$ cat config.mk
export PLATFORM = sky130hd
export DESIGN_NAME = pin_edge_irq
export DESIGN_NICKNAME = d
export VERILOG_FILES = /design/src/rtl/pin_irq_pkg.sv /design/src/rtl/pin_edge_cell.sv /design/src/rtl/pin_irq_regs.sv /design/src/rtl/pin_irq_pick.sv /design/src/rtl/pin_edge_irq.sv
export SDC_FILE = /design/constraint.sdc
export NUM_CORES = 1
export LEC_CHECK = 0
export CAP_MARGIN = 10
export CORE_UTILIZATION = 55
export CTS_CLUSTER_DIAMETER = 120
export CTS_CLUSTER_SIZE = 16
export DETAILED_ROUTE_END_ITERATION = 8
export DONT_BUFFER_PORTS = 1
export PLACE_DENSITY = 0.7
export SLEW_MARGIN = 40
export SYNTH_ARGS = -nofsm -noshare
export SYNTH_HDL_FRONTEND = slang
export SYNTH_SLANG_ARGS = --single-unit
export TNS_END_PERCENT = 1
$ cat constraint.sdc
create_clock -name clk -period 3.88 [get_ports clk]
set_input_delay 0.194 -clock clk [delete_from_list [all_inputs] [get_ports clk]]
set_output_delay 0.194 -clock clk [all_outputs]
set_load 0.005 [all_outputs]
$ cat src/rtl/pin_irq_pkg.sv
package pin_irq_pkg;
  localparam int unsigned NUM_LINES = 32;
  localparam int unsigned LINE_W    = $clog2(NUM_LINES);
  localparam int unsigned OFS_EVENT = 'h0C;
  localparam int unsigned OFS_MASK  = 'h10;
  localparam int unsigned OFS_CTRL  = 'h14;

  typedef enum logic [1:0] {SEL_NONE, SEL_EVENT, SEL_MASK, SEL_CTRL} reg_sel_e;

  // register bit that holds a given line (line 0 is the MSB)
  function automatic int unsigned bit_of_line(int unsigned line, int unsigned n);
    return n - 1 - line;
  endfunction
endpackage

$ cat src/rtl/pin_edge_cell.sv
module pin_edge_cell (
  input  logic clk,
  input  logic rst_n,
  input  logic pin_i,
  input  logic fall_only_i,
  output logic edge_o
);
  logic sync1_q, sync2_q, prev_q;

  always_ff @(posedge clk or negedge rst_n) begin
    if (!rst_n) begin
      sync1_q <= 1'b0;
      sync2_q <= 1'b0;
      prev_q  <= 1'b0;
    end else begin
      sync1_q <= pin_i;
      sync2_q <= sync1_q;
      prev_q  <= sync2_q;
    end
  end

  logic rise_w, fall_w;
  assign rise_w = sync2_q & ~prev_q;
  assign fall_w = ~sync2_q & prev_q;
  assign edge_o = fall_only_i ? fall_w : (rise_w | fall_w);


  fall_mode_chk: assert property (@(posedge clk) disable iff (!rst_n)
    (fall_only_i && edge_o) |-> (!sync2_q && $past(sync2_q)));
endmodule

$ cat src/rtl/pin_irq_regs.sv
module pin_irq_regs
  import pin_irq_pkg::*;
#(
  parameter int unsigned N      = NUM_LINES,
  parameter int unsigned ADDR_W = 8
) (
  input  logic              clk,
  input  logic              rst_n,
  input  logic [ADDR_W-1:0] addr,
  input  logic              wr_en,
  input  logic [N-1:0]      wdata,
  input  logic [N-1:0]      edge_vec,
  output logic [N-1:0]      rdata,
  output logic [N-1:0]      event_o,
  output logic [N-1:0]      mask_o,
  output logic [N-1:0]      ctrl_o
);
  reg_sel_e sel_w;
  always_comb begin
    if (addr == ADDR_W'(OFS_EVENT))     sel_w = SEL_EVENT;
    else if (addr == ADDR_W'(OFS_MASK)) sel_w = SEL_MASK;
    else if (addr == ADDR_W'(OFS_CTRL)) sel_w = SEL_CTRL;
    else                                sel_w = SEL_NONE;
  end

  // named internal events for the checks
  logic [N-1:0] clr_vec;
  logic         mask_wr, ctrl_wr, stray_wr;
  assign clr_vec  = (wr_en && sel_w == SEL_EVENT) ? wdata : '0;
  assign mask_wr  = wr_en && sel_w == SEL_MASK;
  assign ctrl_wr  = wr_en && sel_w == SEL_CTRL;
  assign stray_wr = wr_en && sel_w == SEL_NONE;

  logic [N-1:0] event_q, mask_q, ctrl_q;
  always_ff @(posedge clk or negedge rst_n) begin
    if (!rst_n) begin
      event_q <= '0;
      mask_q  <= '0;
      ctrl_q  <= '0;
    end else begin
      event_q <= (event_q & ~clr_vec) | edge_vec;
      if (mask_wr) mask_q <= wdata;
      if (ctrl_wr) ctrl_q <= wdata;
    end
  end

  always_comb begin
    unique case (sel_w)
      SEL_EVENT: rdata = event_q;
      SEL_MASK:  rdata = mask_q;
      SEL_CTRL:  rdata = ctrl_q;
      default:   rdata = '0;
    endcase
  end

  assign event_o = event_q;
  assign mask_o  = mask_q;
  assign ctrl_o  = ctrl_q;


  always @(posedge clk) if (!rst_n) reset_zero_chk: assert (event_q == '0 && mask_q == '0 && ctrl_q == '0);


  w1c_clear_chk: assert property (@(posedge clk) disable iff (!rst_n)
    |(clr_vec & ~edge_vec) |=> (event_q & $past(clr_vec & ~edge_vec)) == '0);


  edge_wins_chk: assert property (@(posedge clk) disable iff (!rst_n)
    |edge_vec |=> (event_q & $past(edge_vec)) == $past(edge_vec));


  event_source_chk: assert property (@(posedge clk) disable iff (!rst_n)
    rst_n |=> (event_q & ~$past(event_q) & ~$past(edge_vec)) == '0);


  mask_write_chk: assert property (@(posedge clk) disable iff (!rst_n)
    mask_wr |=> mask_q == $past(wdata));


  stray_write_chk: assert property (@(posedge clk) disable iff (!rst_n)
    stray_wr |=> (mask_q == $past(mask_q) && ctrl_q == $past(ctrl_q)));
endmodule

$ cat src/rtl/pin_irq_pick.sv
module pin_irq_pick
  import pin_irq_pkg::*;
#(
  parameter int unsigned N  = NUM_LINES,
  parameter int unsigned LW = $clog2(N)
) (
  input  logic          clk,
  input  logic          rst_n,
  input  logic [N-1:0]  pend_i,
  output logic          valid_o,
  output logic [LW-1:0] line_o
);
  // lowest set bit belongs to the highest-numbered line
  always_comb begin
    valid_o = 1'b0;
    line_o  = '0;
    for (int i = 0; i < N; i++) begin
      if (!valid_o && pend_i[i]) begin
        valid_o = 1'b1;
        line_o  = LW'(N - 1 - i);
      end
    end
  end


  pick_lowest_chk: assert property (@(posedge clk) disable iff (!rst_n)
    valid_o |-> (pend_i[bit_of_line(32'(line_o), N)] && ((pend_i << (32'(line_o) + 1)) == '0)));


  pick_idle_chk: assert property (@(posedge clk) disable iff (!rst_n)
    !valid_o |-> pend_i == '0);
endmodule

$ cat src/rtl/pin_edge_irq.sv
module pin_edge_irq
  import pin_irq_pkg::*;
#(
  parameter int unsigned N      = NUM_LINES,
  parameter int unsigned ADDR_W = 8,
  localparam int unsigned LW    = $clog2(N)
) (
  input  logic              clk,
  input  logic              rst_n,
  input  logic [N-1:0]      pin_i,
  input  logic [ADDR_W-1:0] reg_addr,
  input  logic              reg_we,
  input  logic [N-1:0]      reg_wdata,
  output logic [N-1:0]      reg_rdata,
  output logic              irq_o,
  output logic              next_valid_o,
  output logic [LW-1:0]     next_line_o
);
  logic [N-1:0] edge_vec, event_w, mask_w, ctrl_w, pend_w;

  for (genvar ln = 0; ln < N; ln++) begin : g_line
    localparam int unsigned B = bit_of_line(ln, N);
    pin_edge_cell u_cell (
      .clk        (clk),
      .rst_n      (rst_n),
      .pin_i      (pin_i[ln]),
      .fall_only_i(ctrl_w[B]),
      .edge_o     (edge_vec[B])
    );
  end

  pin_irq_regs #(.N(N), .ADDR_W(ADDR_W)) u_regs (
    .clk     (clk),
    .rst_n   (rst_n),
    .addr    (reg_addr),
    .wr_en   (reg_we),
    .wdata   (reg_wdata),
    .edge_vec(edge_vec),
    .rdata   (reg_rdata),
    .event_o (event_w),
    .mask_o  (mask_w),
    .ctrl_o  (ctrl_w)
  );

  assign pend_w = event_w & mask_w;
  assign irq_o  = |pend_w;

  pin_irq_pick #(.N(N), .LW(LW)) u_pick (
    .clk    (clk),
    .rst_n  (rst_n),
    .pend_i (pend_w),
    .valid_o(next_valid_o),
    .line_o (next_line_o)
  );


  irq_pick_agree_chk: assert property (@(posedge clk) disable iff (!rst_n)
    irq_o == next_valid_o);
endmodule

Word level (Yosys, flattened, before mapping):

Index checks and enable logic that the tools add are counted.

* eq/ne operators: 6
* bitwise gates (word level): 164
* multiplexer cells: 101
* reductions and logical operators: 66

Operators with widths (number)
* $mux 5: 32
* $pmux 32 s3: 1
* $and 1x1->1: 64
* $and 32x32->32: 2
* $mux 1: 64
* $not 1->1: 64
* $logic_and 1x1->1: 34
* $mux 32: 1
* $not 32->32: 1
* $or 1x1->1: 32
* $or 32x32->32: 1
* $reduce_or 32->1: 1
* $logic_not 1->1: 31
* $eq 8x5->1 const B: 2
* $eq 8x4->1 const B: 1
* $mux 2: 3
* $eq 2x2->1 const B: 2
* $eq 2x1->1 const B: 1

* logic and storage cells: 436
* input port bits: 75
* output and inout bits: 39
* flip-flop bits (word level): 192

Logic depth before layout (Yosys ltp):

* depth in word-level cells: 95
* gate-level depth with buffers: 8
* mapped depth without buffers: 5

By module:

A second synthesis with hierarchy kept.

* cells, all modules: 736
* area total of the unflattened synthesis: 8901.0 µm²

By module, submodules not included
* pin_irq_regs: cells each 398, area each 4956.0 µm², seq. area each 2402.3 µm², times used 1
* pin_edge_cell: cells each 7, area each 100.1 µm², seq. area each 75.1 µm², times used 32
* pin_irq_pick: cells each 69, area each 444.2 µm², seq. area each 0.0 µm², times used 1
* pin_edge_irq: cells each 45, area each 297.8 µm², seq. area each 0.0 µm², times used 1

Worst setup path before layout:

No wires, ideal clock.

* kind: input port to flip-flop
* start point: input reg_addr[0]
* end point: register u_regs.mask_q[10] (netlist: u_regs.mask_o[10])
* data required time: 3755 ps
* stages on the path: 6
* arrival: 2185 ps
* library setup time: 125 ps
* path buffers: 2
* path slack: 1571 ps
* cells stage by stage: or4_4 > or4b_1 > buf_2 > nor3b_4 > buf_6 > mux2_2

* word-level cells in the longest chain between the ends: 6
* elaborated cells on any way between the ends: 8
* classes of those cells: eq/ne (4); mux (3); reduce/logical (1)

RTL lines
* start, declared: line pin_edge_irq.sv:11 `input logic [ADDR_W-1:0] reg_addr,`
* $eq 8x5->1: line pin_irq_regs.sv:22 `else if (addr == ADDR_W'(OFS_CTRL)) sel_w = SEL_CTRL;`
* $mux 2: line pin_irq_regs.sv:22
* $mux 2: line pin_irq_regs.sv:21 `else if (addr == ADDR_W'(OFS_MASK)) sel_w = SEL_MASK;`
* $mux 2 *: line pin_irq_regs.sv:20 `if (addr == ADDR_W'(OFS_EVENT)) sel_w = SEL_EVENT;`
* $eq 2x2->1 *: line pin_irq_regs.sv:30 `assign mask_wr = wr_en && sel_w == SEL_MASK;`
* $logic_and 1x1->1 *: line pin_irq_regs.sv:30
* end signal, assigned: line pin_irq_regs.sv:42 `if (mask_wr) mask_q <= wdata;`
* end, declared: line pin_irq_regs.sv:34 `logic [N-1:0] event_q, mask_q, ctrl_q;`

Mark *: on every way between the ends. The rest lies on a longest branch, timed or not.
A chain may end at the register's enable or synchronous reset.

Final worst setup path:

* start point: register u_regs.event_q[17] (netlist: u_regs.event_o[17])
* end point: output next_line_o[0]

* word-level cells in the longest chain between the ends: 45
* elaborated cells on any way between the ends: 59
* classes of those cells: mux (29); bitwise (1); reduce/logical (29)

RTL lines
* start, declared: line pin_irq_regs.sv:34
* start signal, assigned: line pin_irq_regs.sv:41 `event_q <= (event_q & ~clr_vec) | edge_vec;`
* $and 32x32->32 *: line pin_edge_irq.sv:45 `assign pend_w = event_w & mask_w;`
* $logic_and 1x1->1 *: line pin_irq_pick.sv:18 `if (!valid_o && pend_i[i]) begin`
* $mux 1: line pin_irq_pick.sv:18
* $logic_not 1->1: line pin_irq_pick.sv:18
* $logic_and 1x1->1: line pin_irq_pick.sv:18
* $mux 1: line pin_irq_pick.sv:18
* $logic_not 1->1: line pin_irq_pick.sv:18
* $logic_and 1x1->1: line pin_irq_pick.sv:18
* [29 not listed]
* $logic_and 1x1->1: line pin_irq_pick.sv:18
* $mux 1: line pin_irq_pick.sv:18
* $logic_not 1->1: line pin_irq_pick.sv:18
* $logic_and 1x1->1: line pin_irq_pick.sv:18
* $mux 1: line pin_irq_pick.sv:18
* $logic_not 1->1: line pin_irq_pick.sv:18
* $logic_and 1x1->1: line pin_irq_pick.sv:18
* $mux 5 *: line pin_irq_pick.sv:18
* end, declared: line pin_edge_irq.sv:17 `output logic [LW-1:0] next_line_o`

Marks and branches as above.

==> impl_metrics.json <==
{
  "wirelength_mm": 16.70,
  "tns_ns": 0,
  "die_x_microns": 121.8,
  "start_util_pct": 56.68,
  "portBuffers": 0,
  "synth-seq-cells": 192,
  "violations": "negative hold slack",
  "grt.total_usage_pct": 24.63,
  "clock_skew_ns": 0.01258,
  "synth_edf_count": 0,
  "root_buffer": "clkbuf_16",
  "synth_xor_area_share_pct": 0,
  "syn-cell-area_sq_um": 7899,
  "antenna_found_initial": 0,
  "post_cts_buffers": 0,
  "final_max_slew_viol_count": 0,
  "die_area_sq_um": 14850,
  "hold_buffers": 64,
  "syn-instance-count": 620,
  "grt_max_degree": 193,
  "clock_latency_ns": 0.44,
  "synth_compound_area_share_pct": 10.23,
  "placedCellCount": 783,
  "final_core_util_pct": 66.65,
  "async_reset_ff_share_pct": 100.0,
  "globalplace.congestion": 0.8310,
  "yosys_warnings": 0,
  "min_period_over_period_pct": 73.23,
  "grt_overflow": 0,
  "maxCapViolations": 0,
  "fillers": 1050,
  "num_rows": 43,
  "synth_cell_types": 42,
  "worst_slew_pin_slew_ns": 0.7830,
  "cts_max_path_buffers": 2,
  "drc": 0,
  "clk_pin_slew_ns": 0.07,
  "nets": 793,
  "start_kind": "flop",
  "diodes": 0,
  "hold_viol": 192,
  "hp-class": "in -> async",
  "avgViaCountPerCell": 5.794,
  "cts_made_buffers": 17,
  "dp_hpwl_mm": 10.79,
  "critical_path_required_ns": 3.69,
  "route.vias.total": 5093,
  "ant_nets": 0,
  "fin_ws_ns": 1.039,
  "finalNonFillerCells": 879,
  "slew_headroom_pct": 47.14,
  "ys.flop_type": "dfrtp_1",
  "synth_nets": 727,
  "wire_per_inst_microns": 19.00,
  "cts_max_level": 4,
  "synthAdderAreaFrac_pct": 5.069,
  "critPathArrivalTime_ns": 2.65,
  "endpoint_kind": "output port",
  "holdWs_ns": -0.5353,
  "cts_resized": 0,
  "synthSimpleGateAreaFrac_pct": 7.683,
  "grt_pass1_vias": 5441,
  "fmax_mhz": 352.0,
  "synthTopCellsByArea": "dfrtp_1, mux2_2, ha_1",
  "ir_drop_v": 0.0004150,
  "drt_iter0_drc": 318,
  "status": "complete, but fails checks",
  "cp_max_fo": 5,
  "period_minus_slack_ns": 2.841,
  "grt_first_pass_wirelength_mm": 27.66,
  "ios": 114,
  "seq_area_frac_synth_pct": 60.83,
  "rrSetupSlack_ns": 2.73,
  "setup_viol": 0,
  "rsz0062_at_grt": "no",
  "synth_largest_area_cell": "dfrtp_1",
  "die_h_microns": 121.8,
  "first_pass_iters": 5,
  "layout-drive-gt1-share_pct": 14.02,
  "synthMuxAreaShare_pct": 13.18,
  "syn_to_final_growth_pct": 17.58,
  "synth_top_area_share_pct": 60.83,
  "core_area_sq_um": 13930,
  "rr_worst_depth": 4,
  "synth_top_family_by_area": "multiplexers",
  "avgSynthCellArea_sq_um": 12.74,
  "dp_slack_ns": 0.9702,
  "clock_sinks": 192,
  "p_leak_nw": 4.192,
  "cts_tree": "built",
  "p_per_area_nw_per_um2": 444.7,
  "critical_path_class": "reg -> out"
}
==> routing by layer <==
layer  vias to the layer above  track usage [%]  wire length [microns]
li1                       2344                -                      -
met4                         0            7.330                    123
met3                         6            8.099                    925
met1                      2622            29.96                   7089
met2                       121            41.56                   8562
met5                         -                0                      0
==> report_power, final <==
| part | total, mW | internal, mW | leakage [nW] | switching [mW] |
|---|---|---|---|---|
| registers | 2.14 | 2.08 | 2.28 | 0.0540 |
| clock network | 1.69 | 0.941 | 0.280 | 0.753 |
| logic | 0.299 | 0.155 | 1.63 | 0.144 |
| total | 4.13 | 3.18 | 4.19 | 0.951 |
==> registers in the layout, summed over array words and instances, names as in the netlist <==
| signal | flops |
|---|---|
| g_line.u_cell.sync2_q | 32 |
| u_regs.mask_o | 32 |
| g_line.u_cell.prev_q | 32 |
| g_line.u_cell.sync1_q | 32 |
| u_regs.ctrl_o | 32 |
| u_regs.event_o | 32 |
==> Yosys cell counts, drive strengths merged, types with 2 or more instances <==
cell / number
clkbuf: 12
a21boi: 2
mux2: 64
a21oi: 4
nand2: 85
nor3b: 2
nand3: 2
inv: 33
a32oi: 6
a221oi: 2
buf: 10
nand4: 2
ha: 32
or4: 3
o21ai: 34
nor2: 35
and2: 3
a221o: 34
a22oi: 11
dfrtp: 192
o211ai: 4
mux2i: 32
a22o: 2
==> logic make-up after synthesis <==
logic type | Yosys count
flops | 192
buf+inv | 55
simple gates | 139
mux | 96
fa+ha+maj | 32
compound gates | 106
==> metrics by stage <==
stage | instance area, sq um | total power [mW]
floorplan | 7899 | 2.350
global placement | 8069 | 2.398
detailed placement | 8069 | 2.414
CTS | 9288 | 4.165
global route | 9288 | 4.297
finish | 9288 | 4.130
==> placed cells by master (no fill, tap or decap), types with 11 or more instances in the layout <==
cell,count
nor2_1,35
mux2i_1,32
dlygate4sd3_1,64
a221o_1,34
a22oi_1,11
clkbuf_16,17
o21ai_0,34
ha_1,32
mux2_2,56
dfrtp_1,192
nand2_1,85
inv_1,33
==> final timing paths <==
kind,from,to
max,u_regs.event_o[17]$_DFF_PN0_,next_line_o[0]
min,rst_n,g_line[5].u_cell.prev_q$_DFF_PN0_
max reg2reg,g_line[24].u_cell.sync2_q$_DFF_PN0_,u_regs.event_o[7]$_DFF_PN0_
min reg2reg,g_line[13].u_cell.sync1_q$_DFF_PN0_,g_line[13].u_cell.sync2_q$_DFF_PN0_
max in group asynchronous,rst_n,g_line[27].u_cell.sync2_q$_DFF_PN0_
min in group clk,reg_addr[2],u_regs.mask_o[30]$_DFFE_PN0P_
==> worst max-delay path: stages, from the launching register on <==
cell	delay, ns
dfrtp_1	0.45
a222oi_1	0.69
a32o_1	0.30
a221oi_1	0.08
o311ai_0	0.70
==> final cells by class <==
| class | instances | area [sq um] | share of cell area, % |
|---|---|---|---|
| timing repair buffer | 69 | 690.7 | 7.436 |
| tap | 180 | 225.2 | 2.425 |
| sequential | 192 | 4805 | 51.73 |
| multi-input combinational | 373 | 2865 | 30.85 |
| clock buffer | 21 | 470.5 | 5.065 |
| clock inverter | 11 | 107.6 | 1.159 |
| inverter | 33 | 123.9 | 1.334 |
Power figures use the tool's default switching activity.
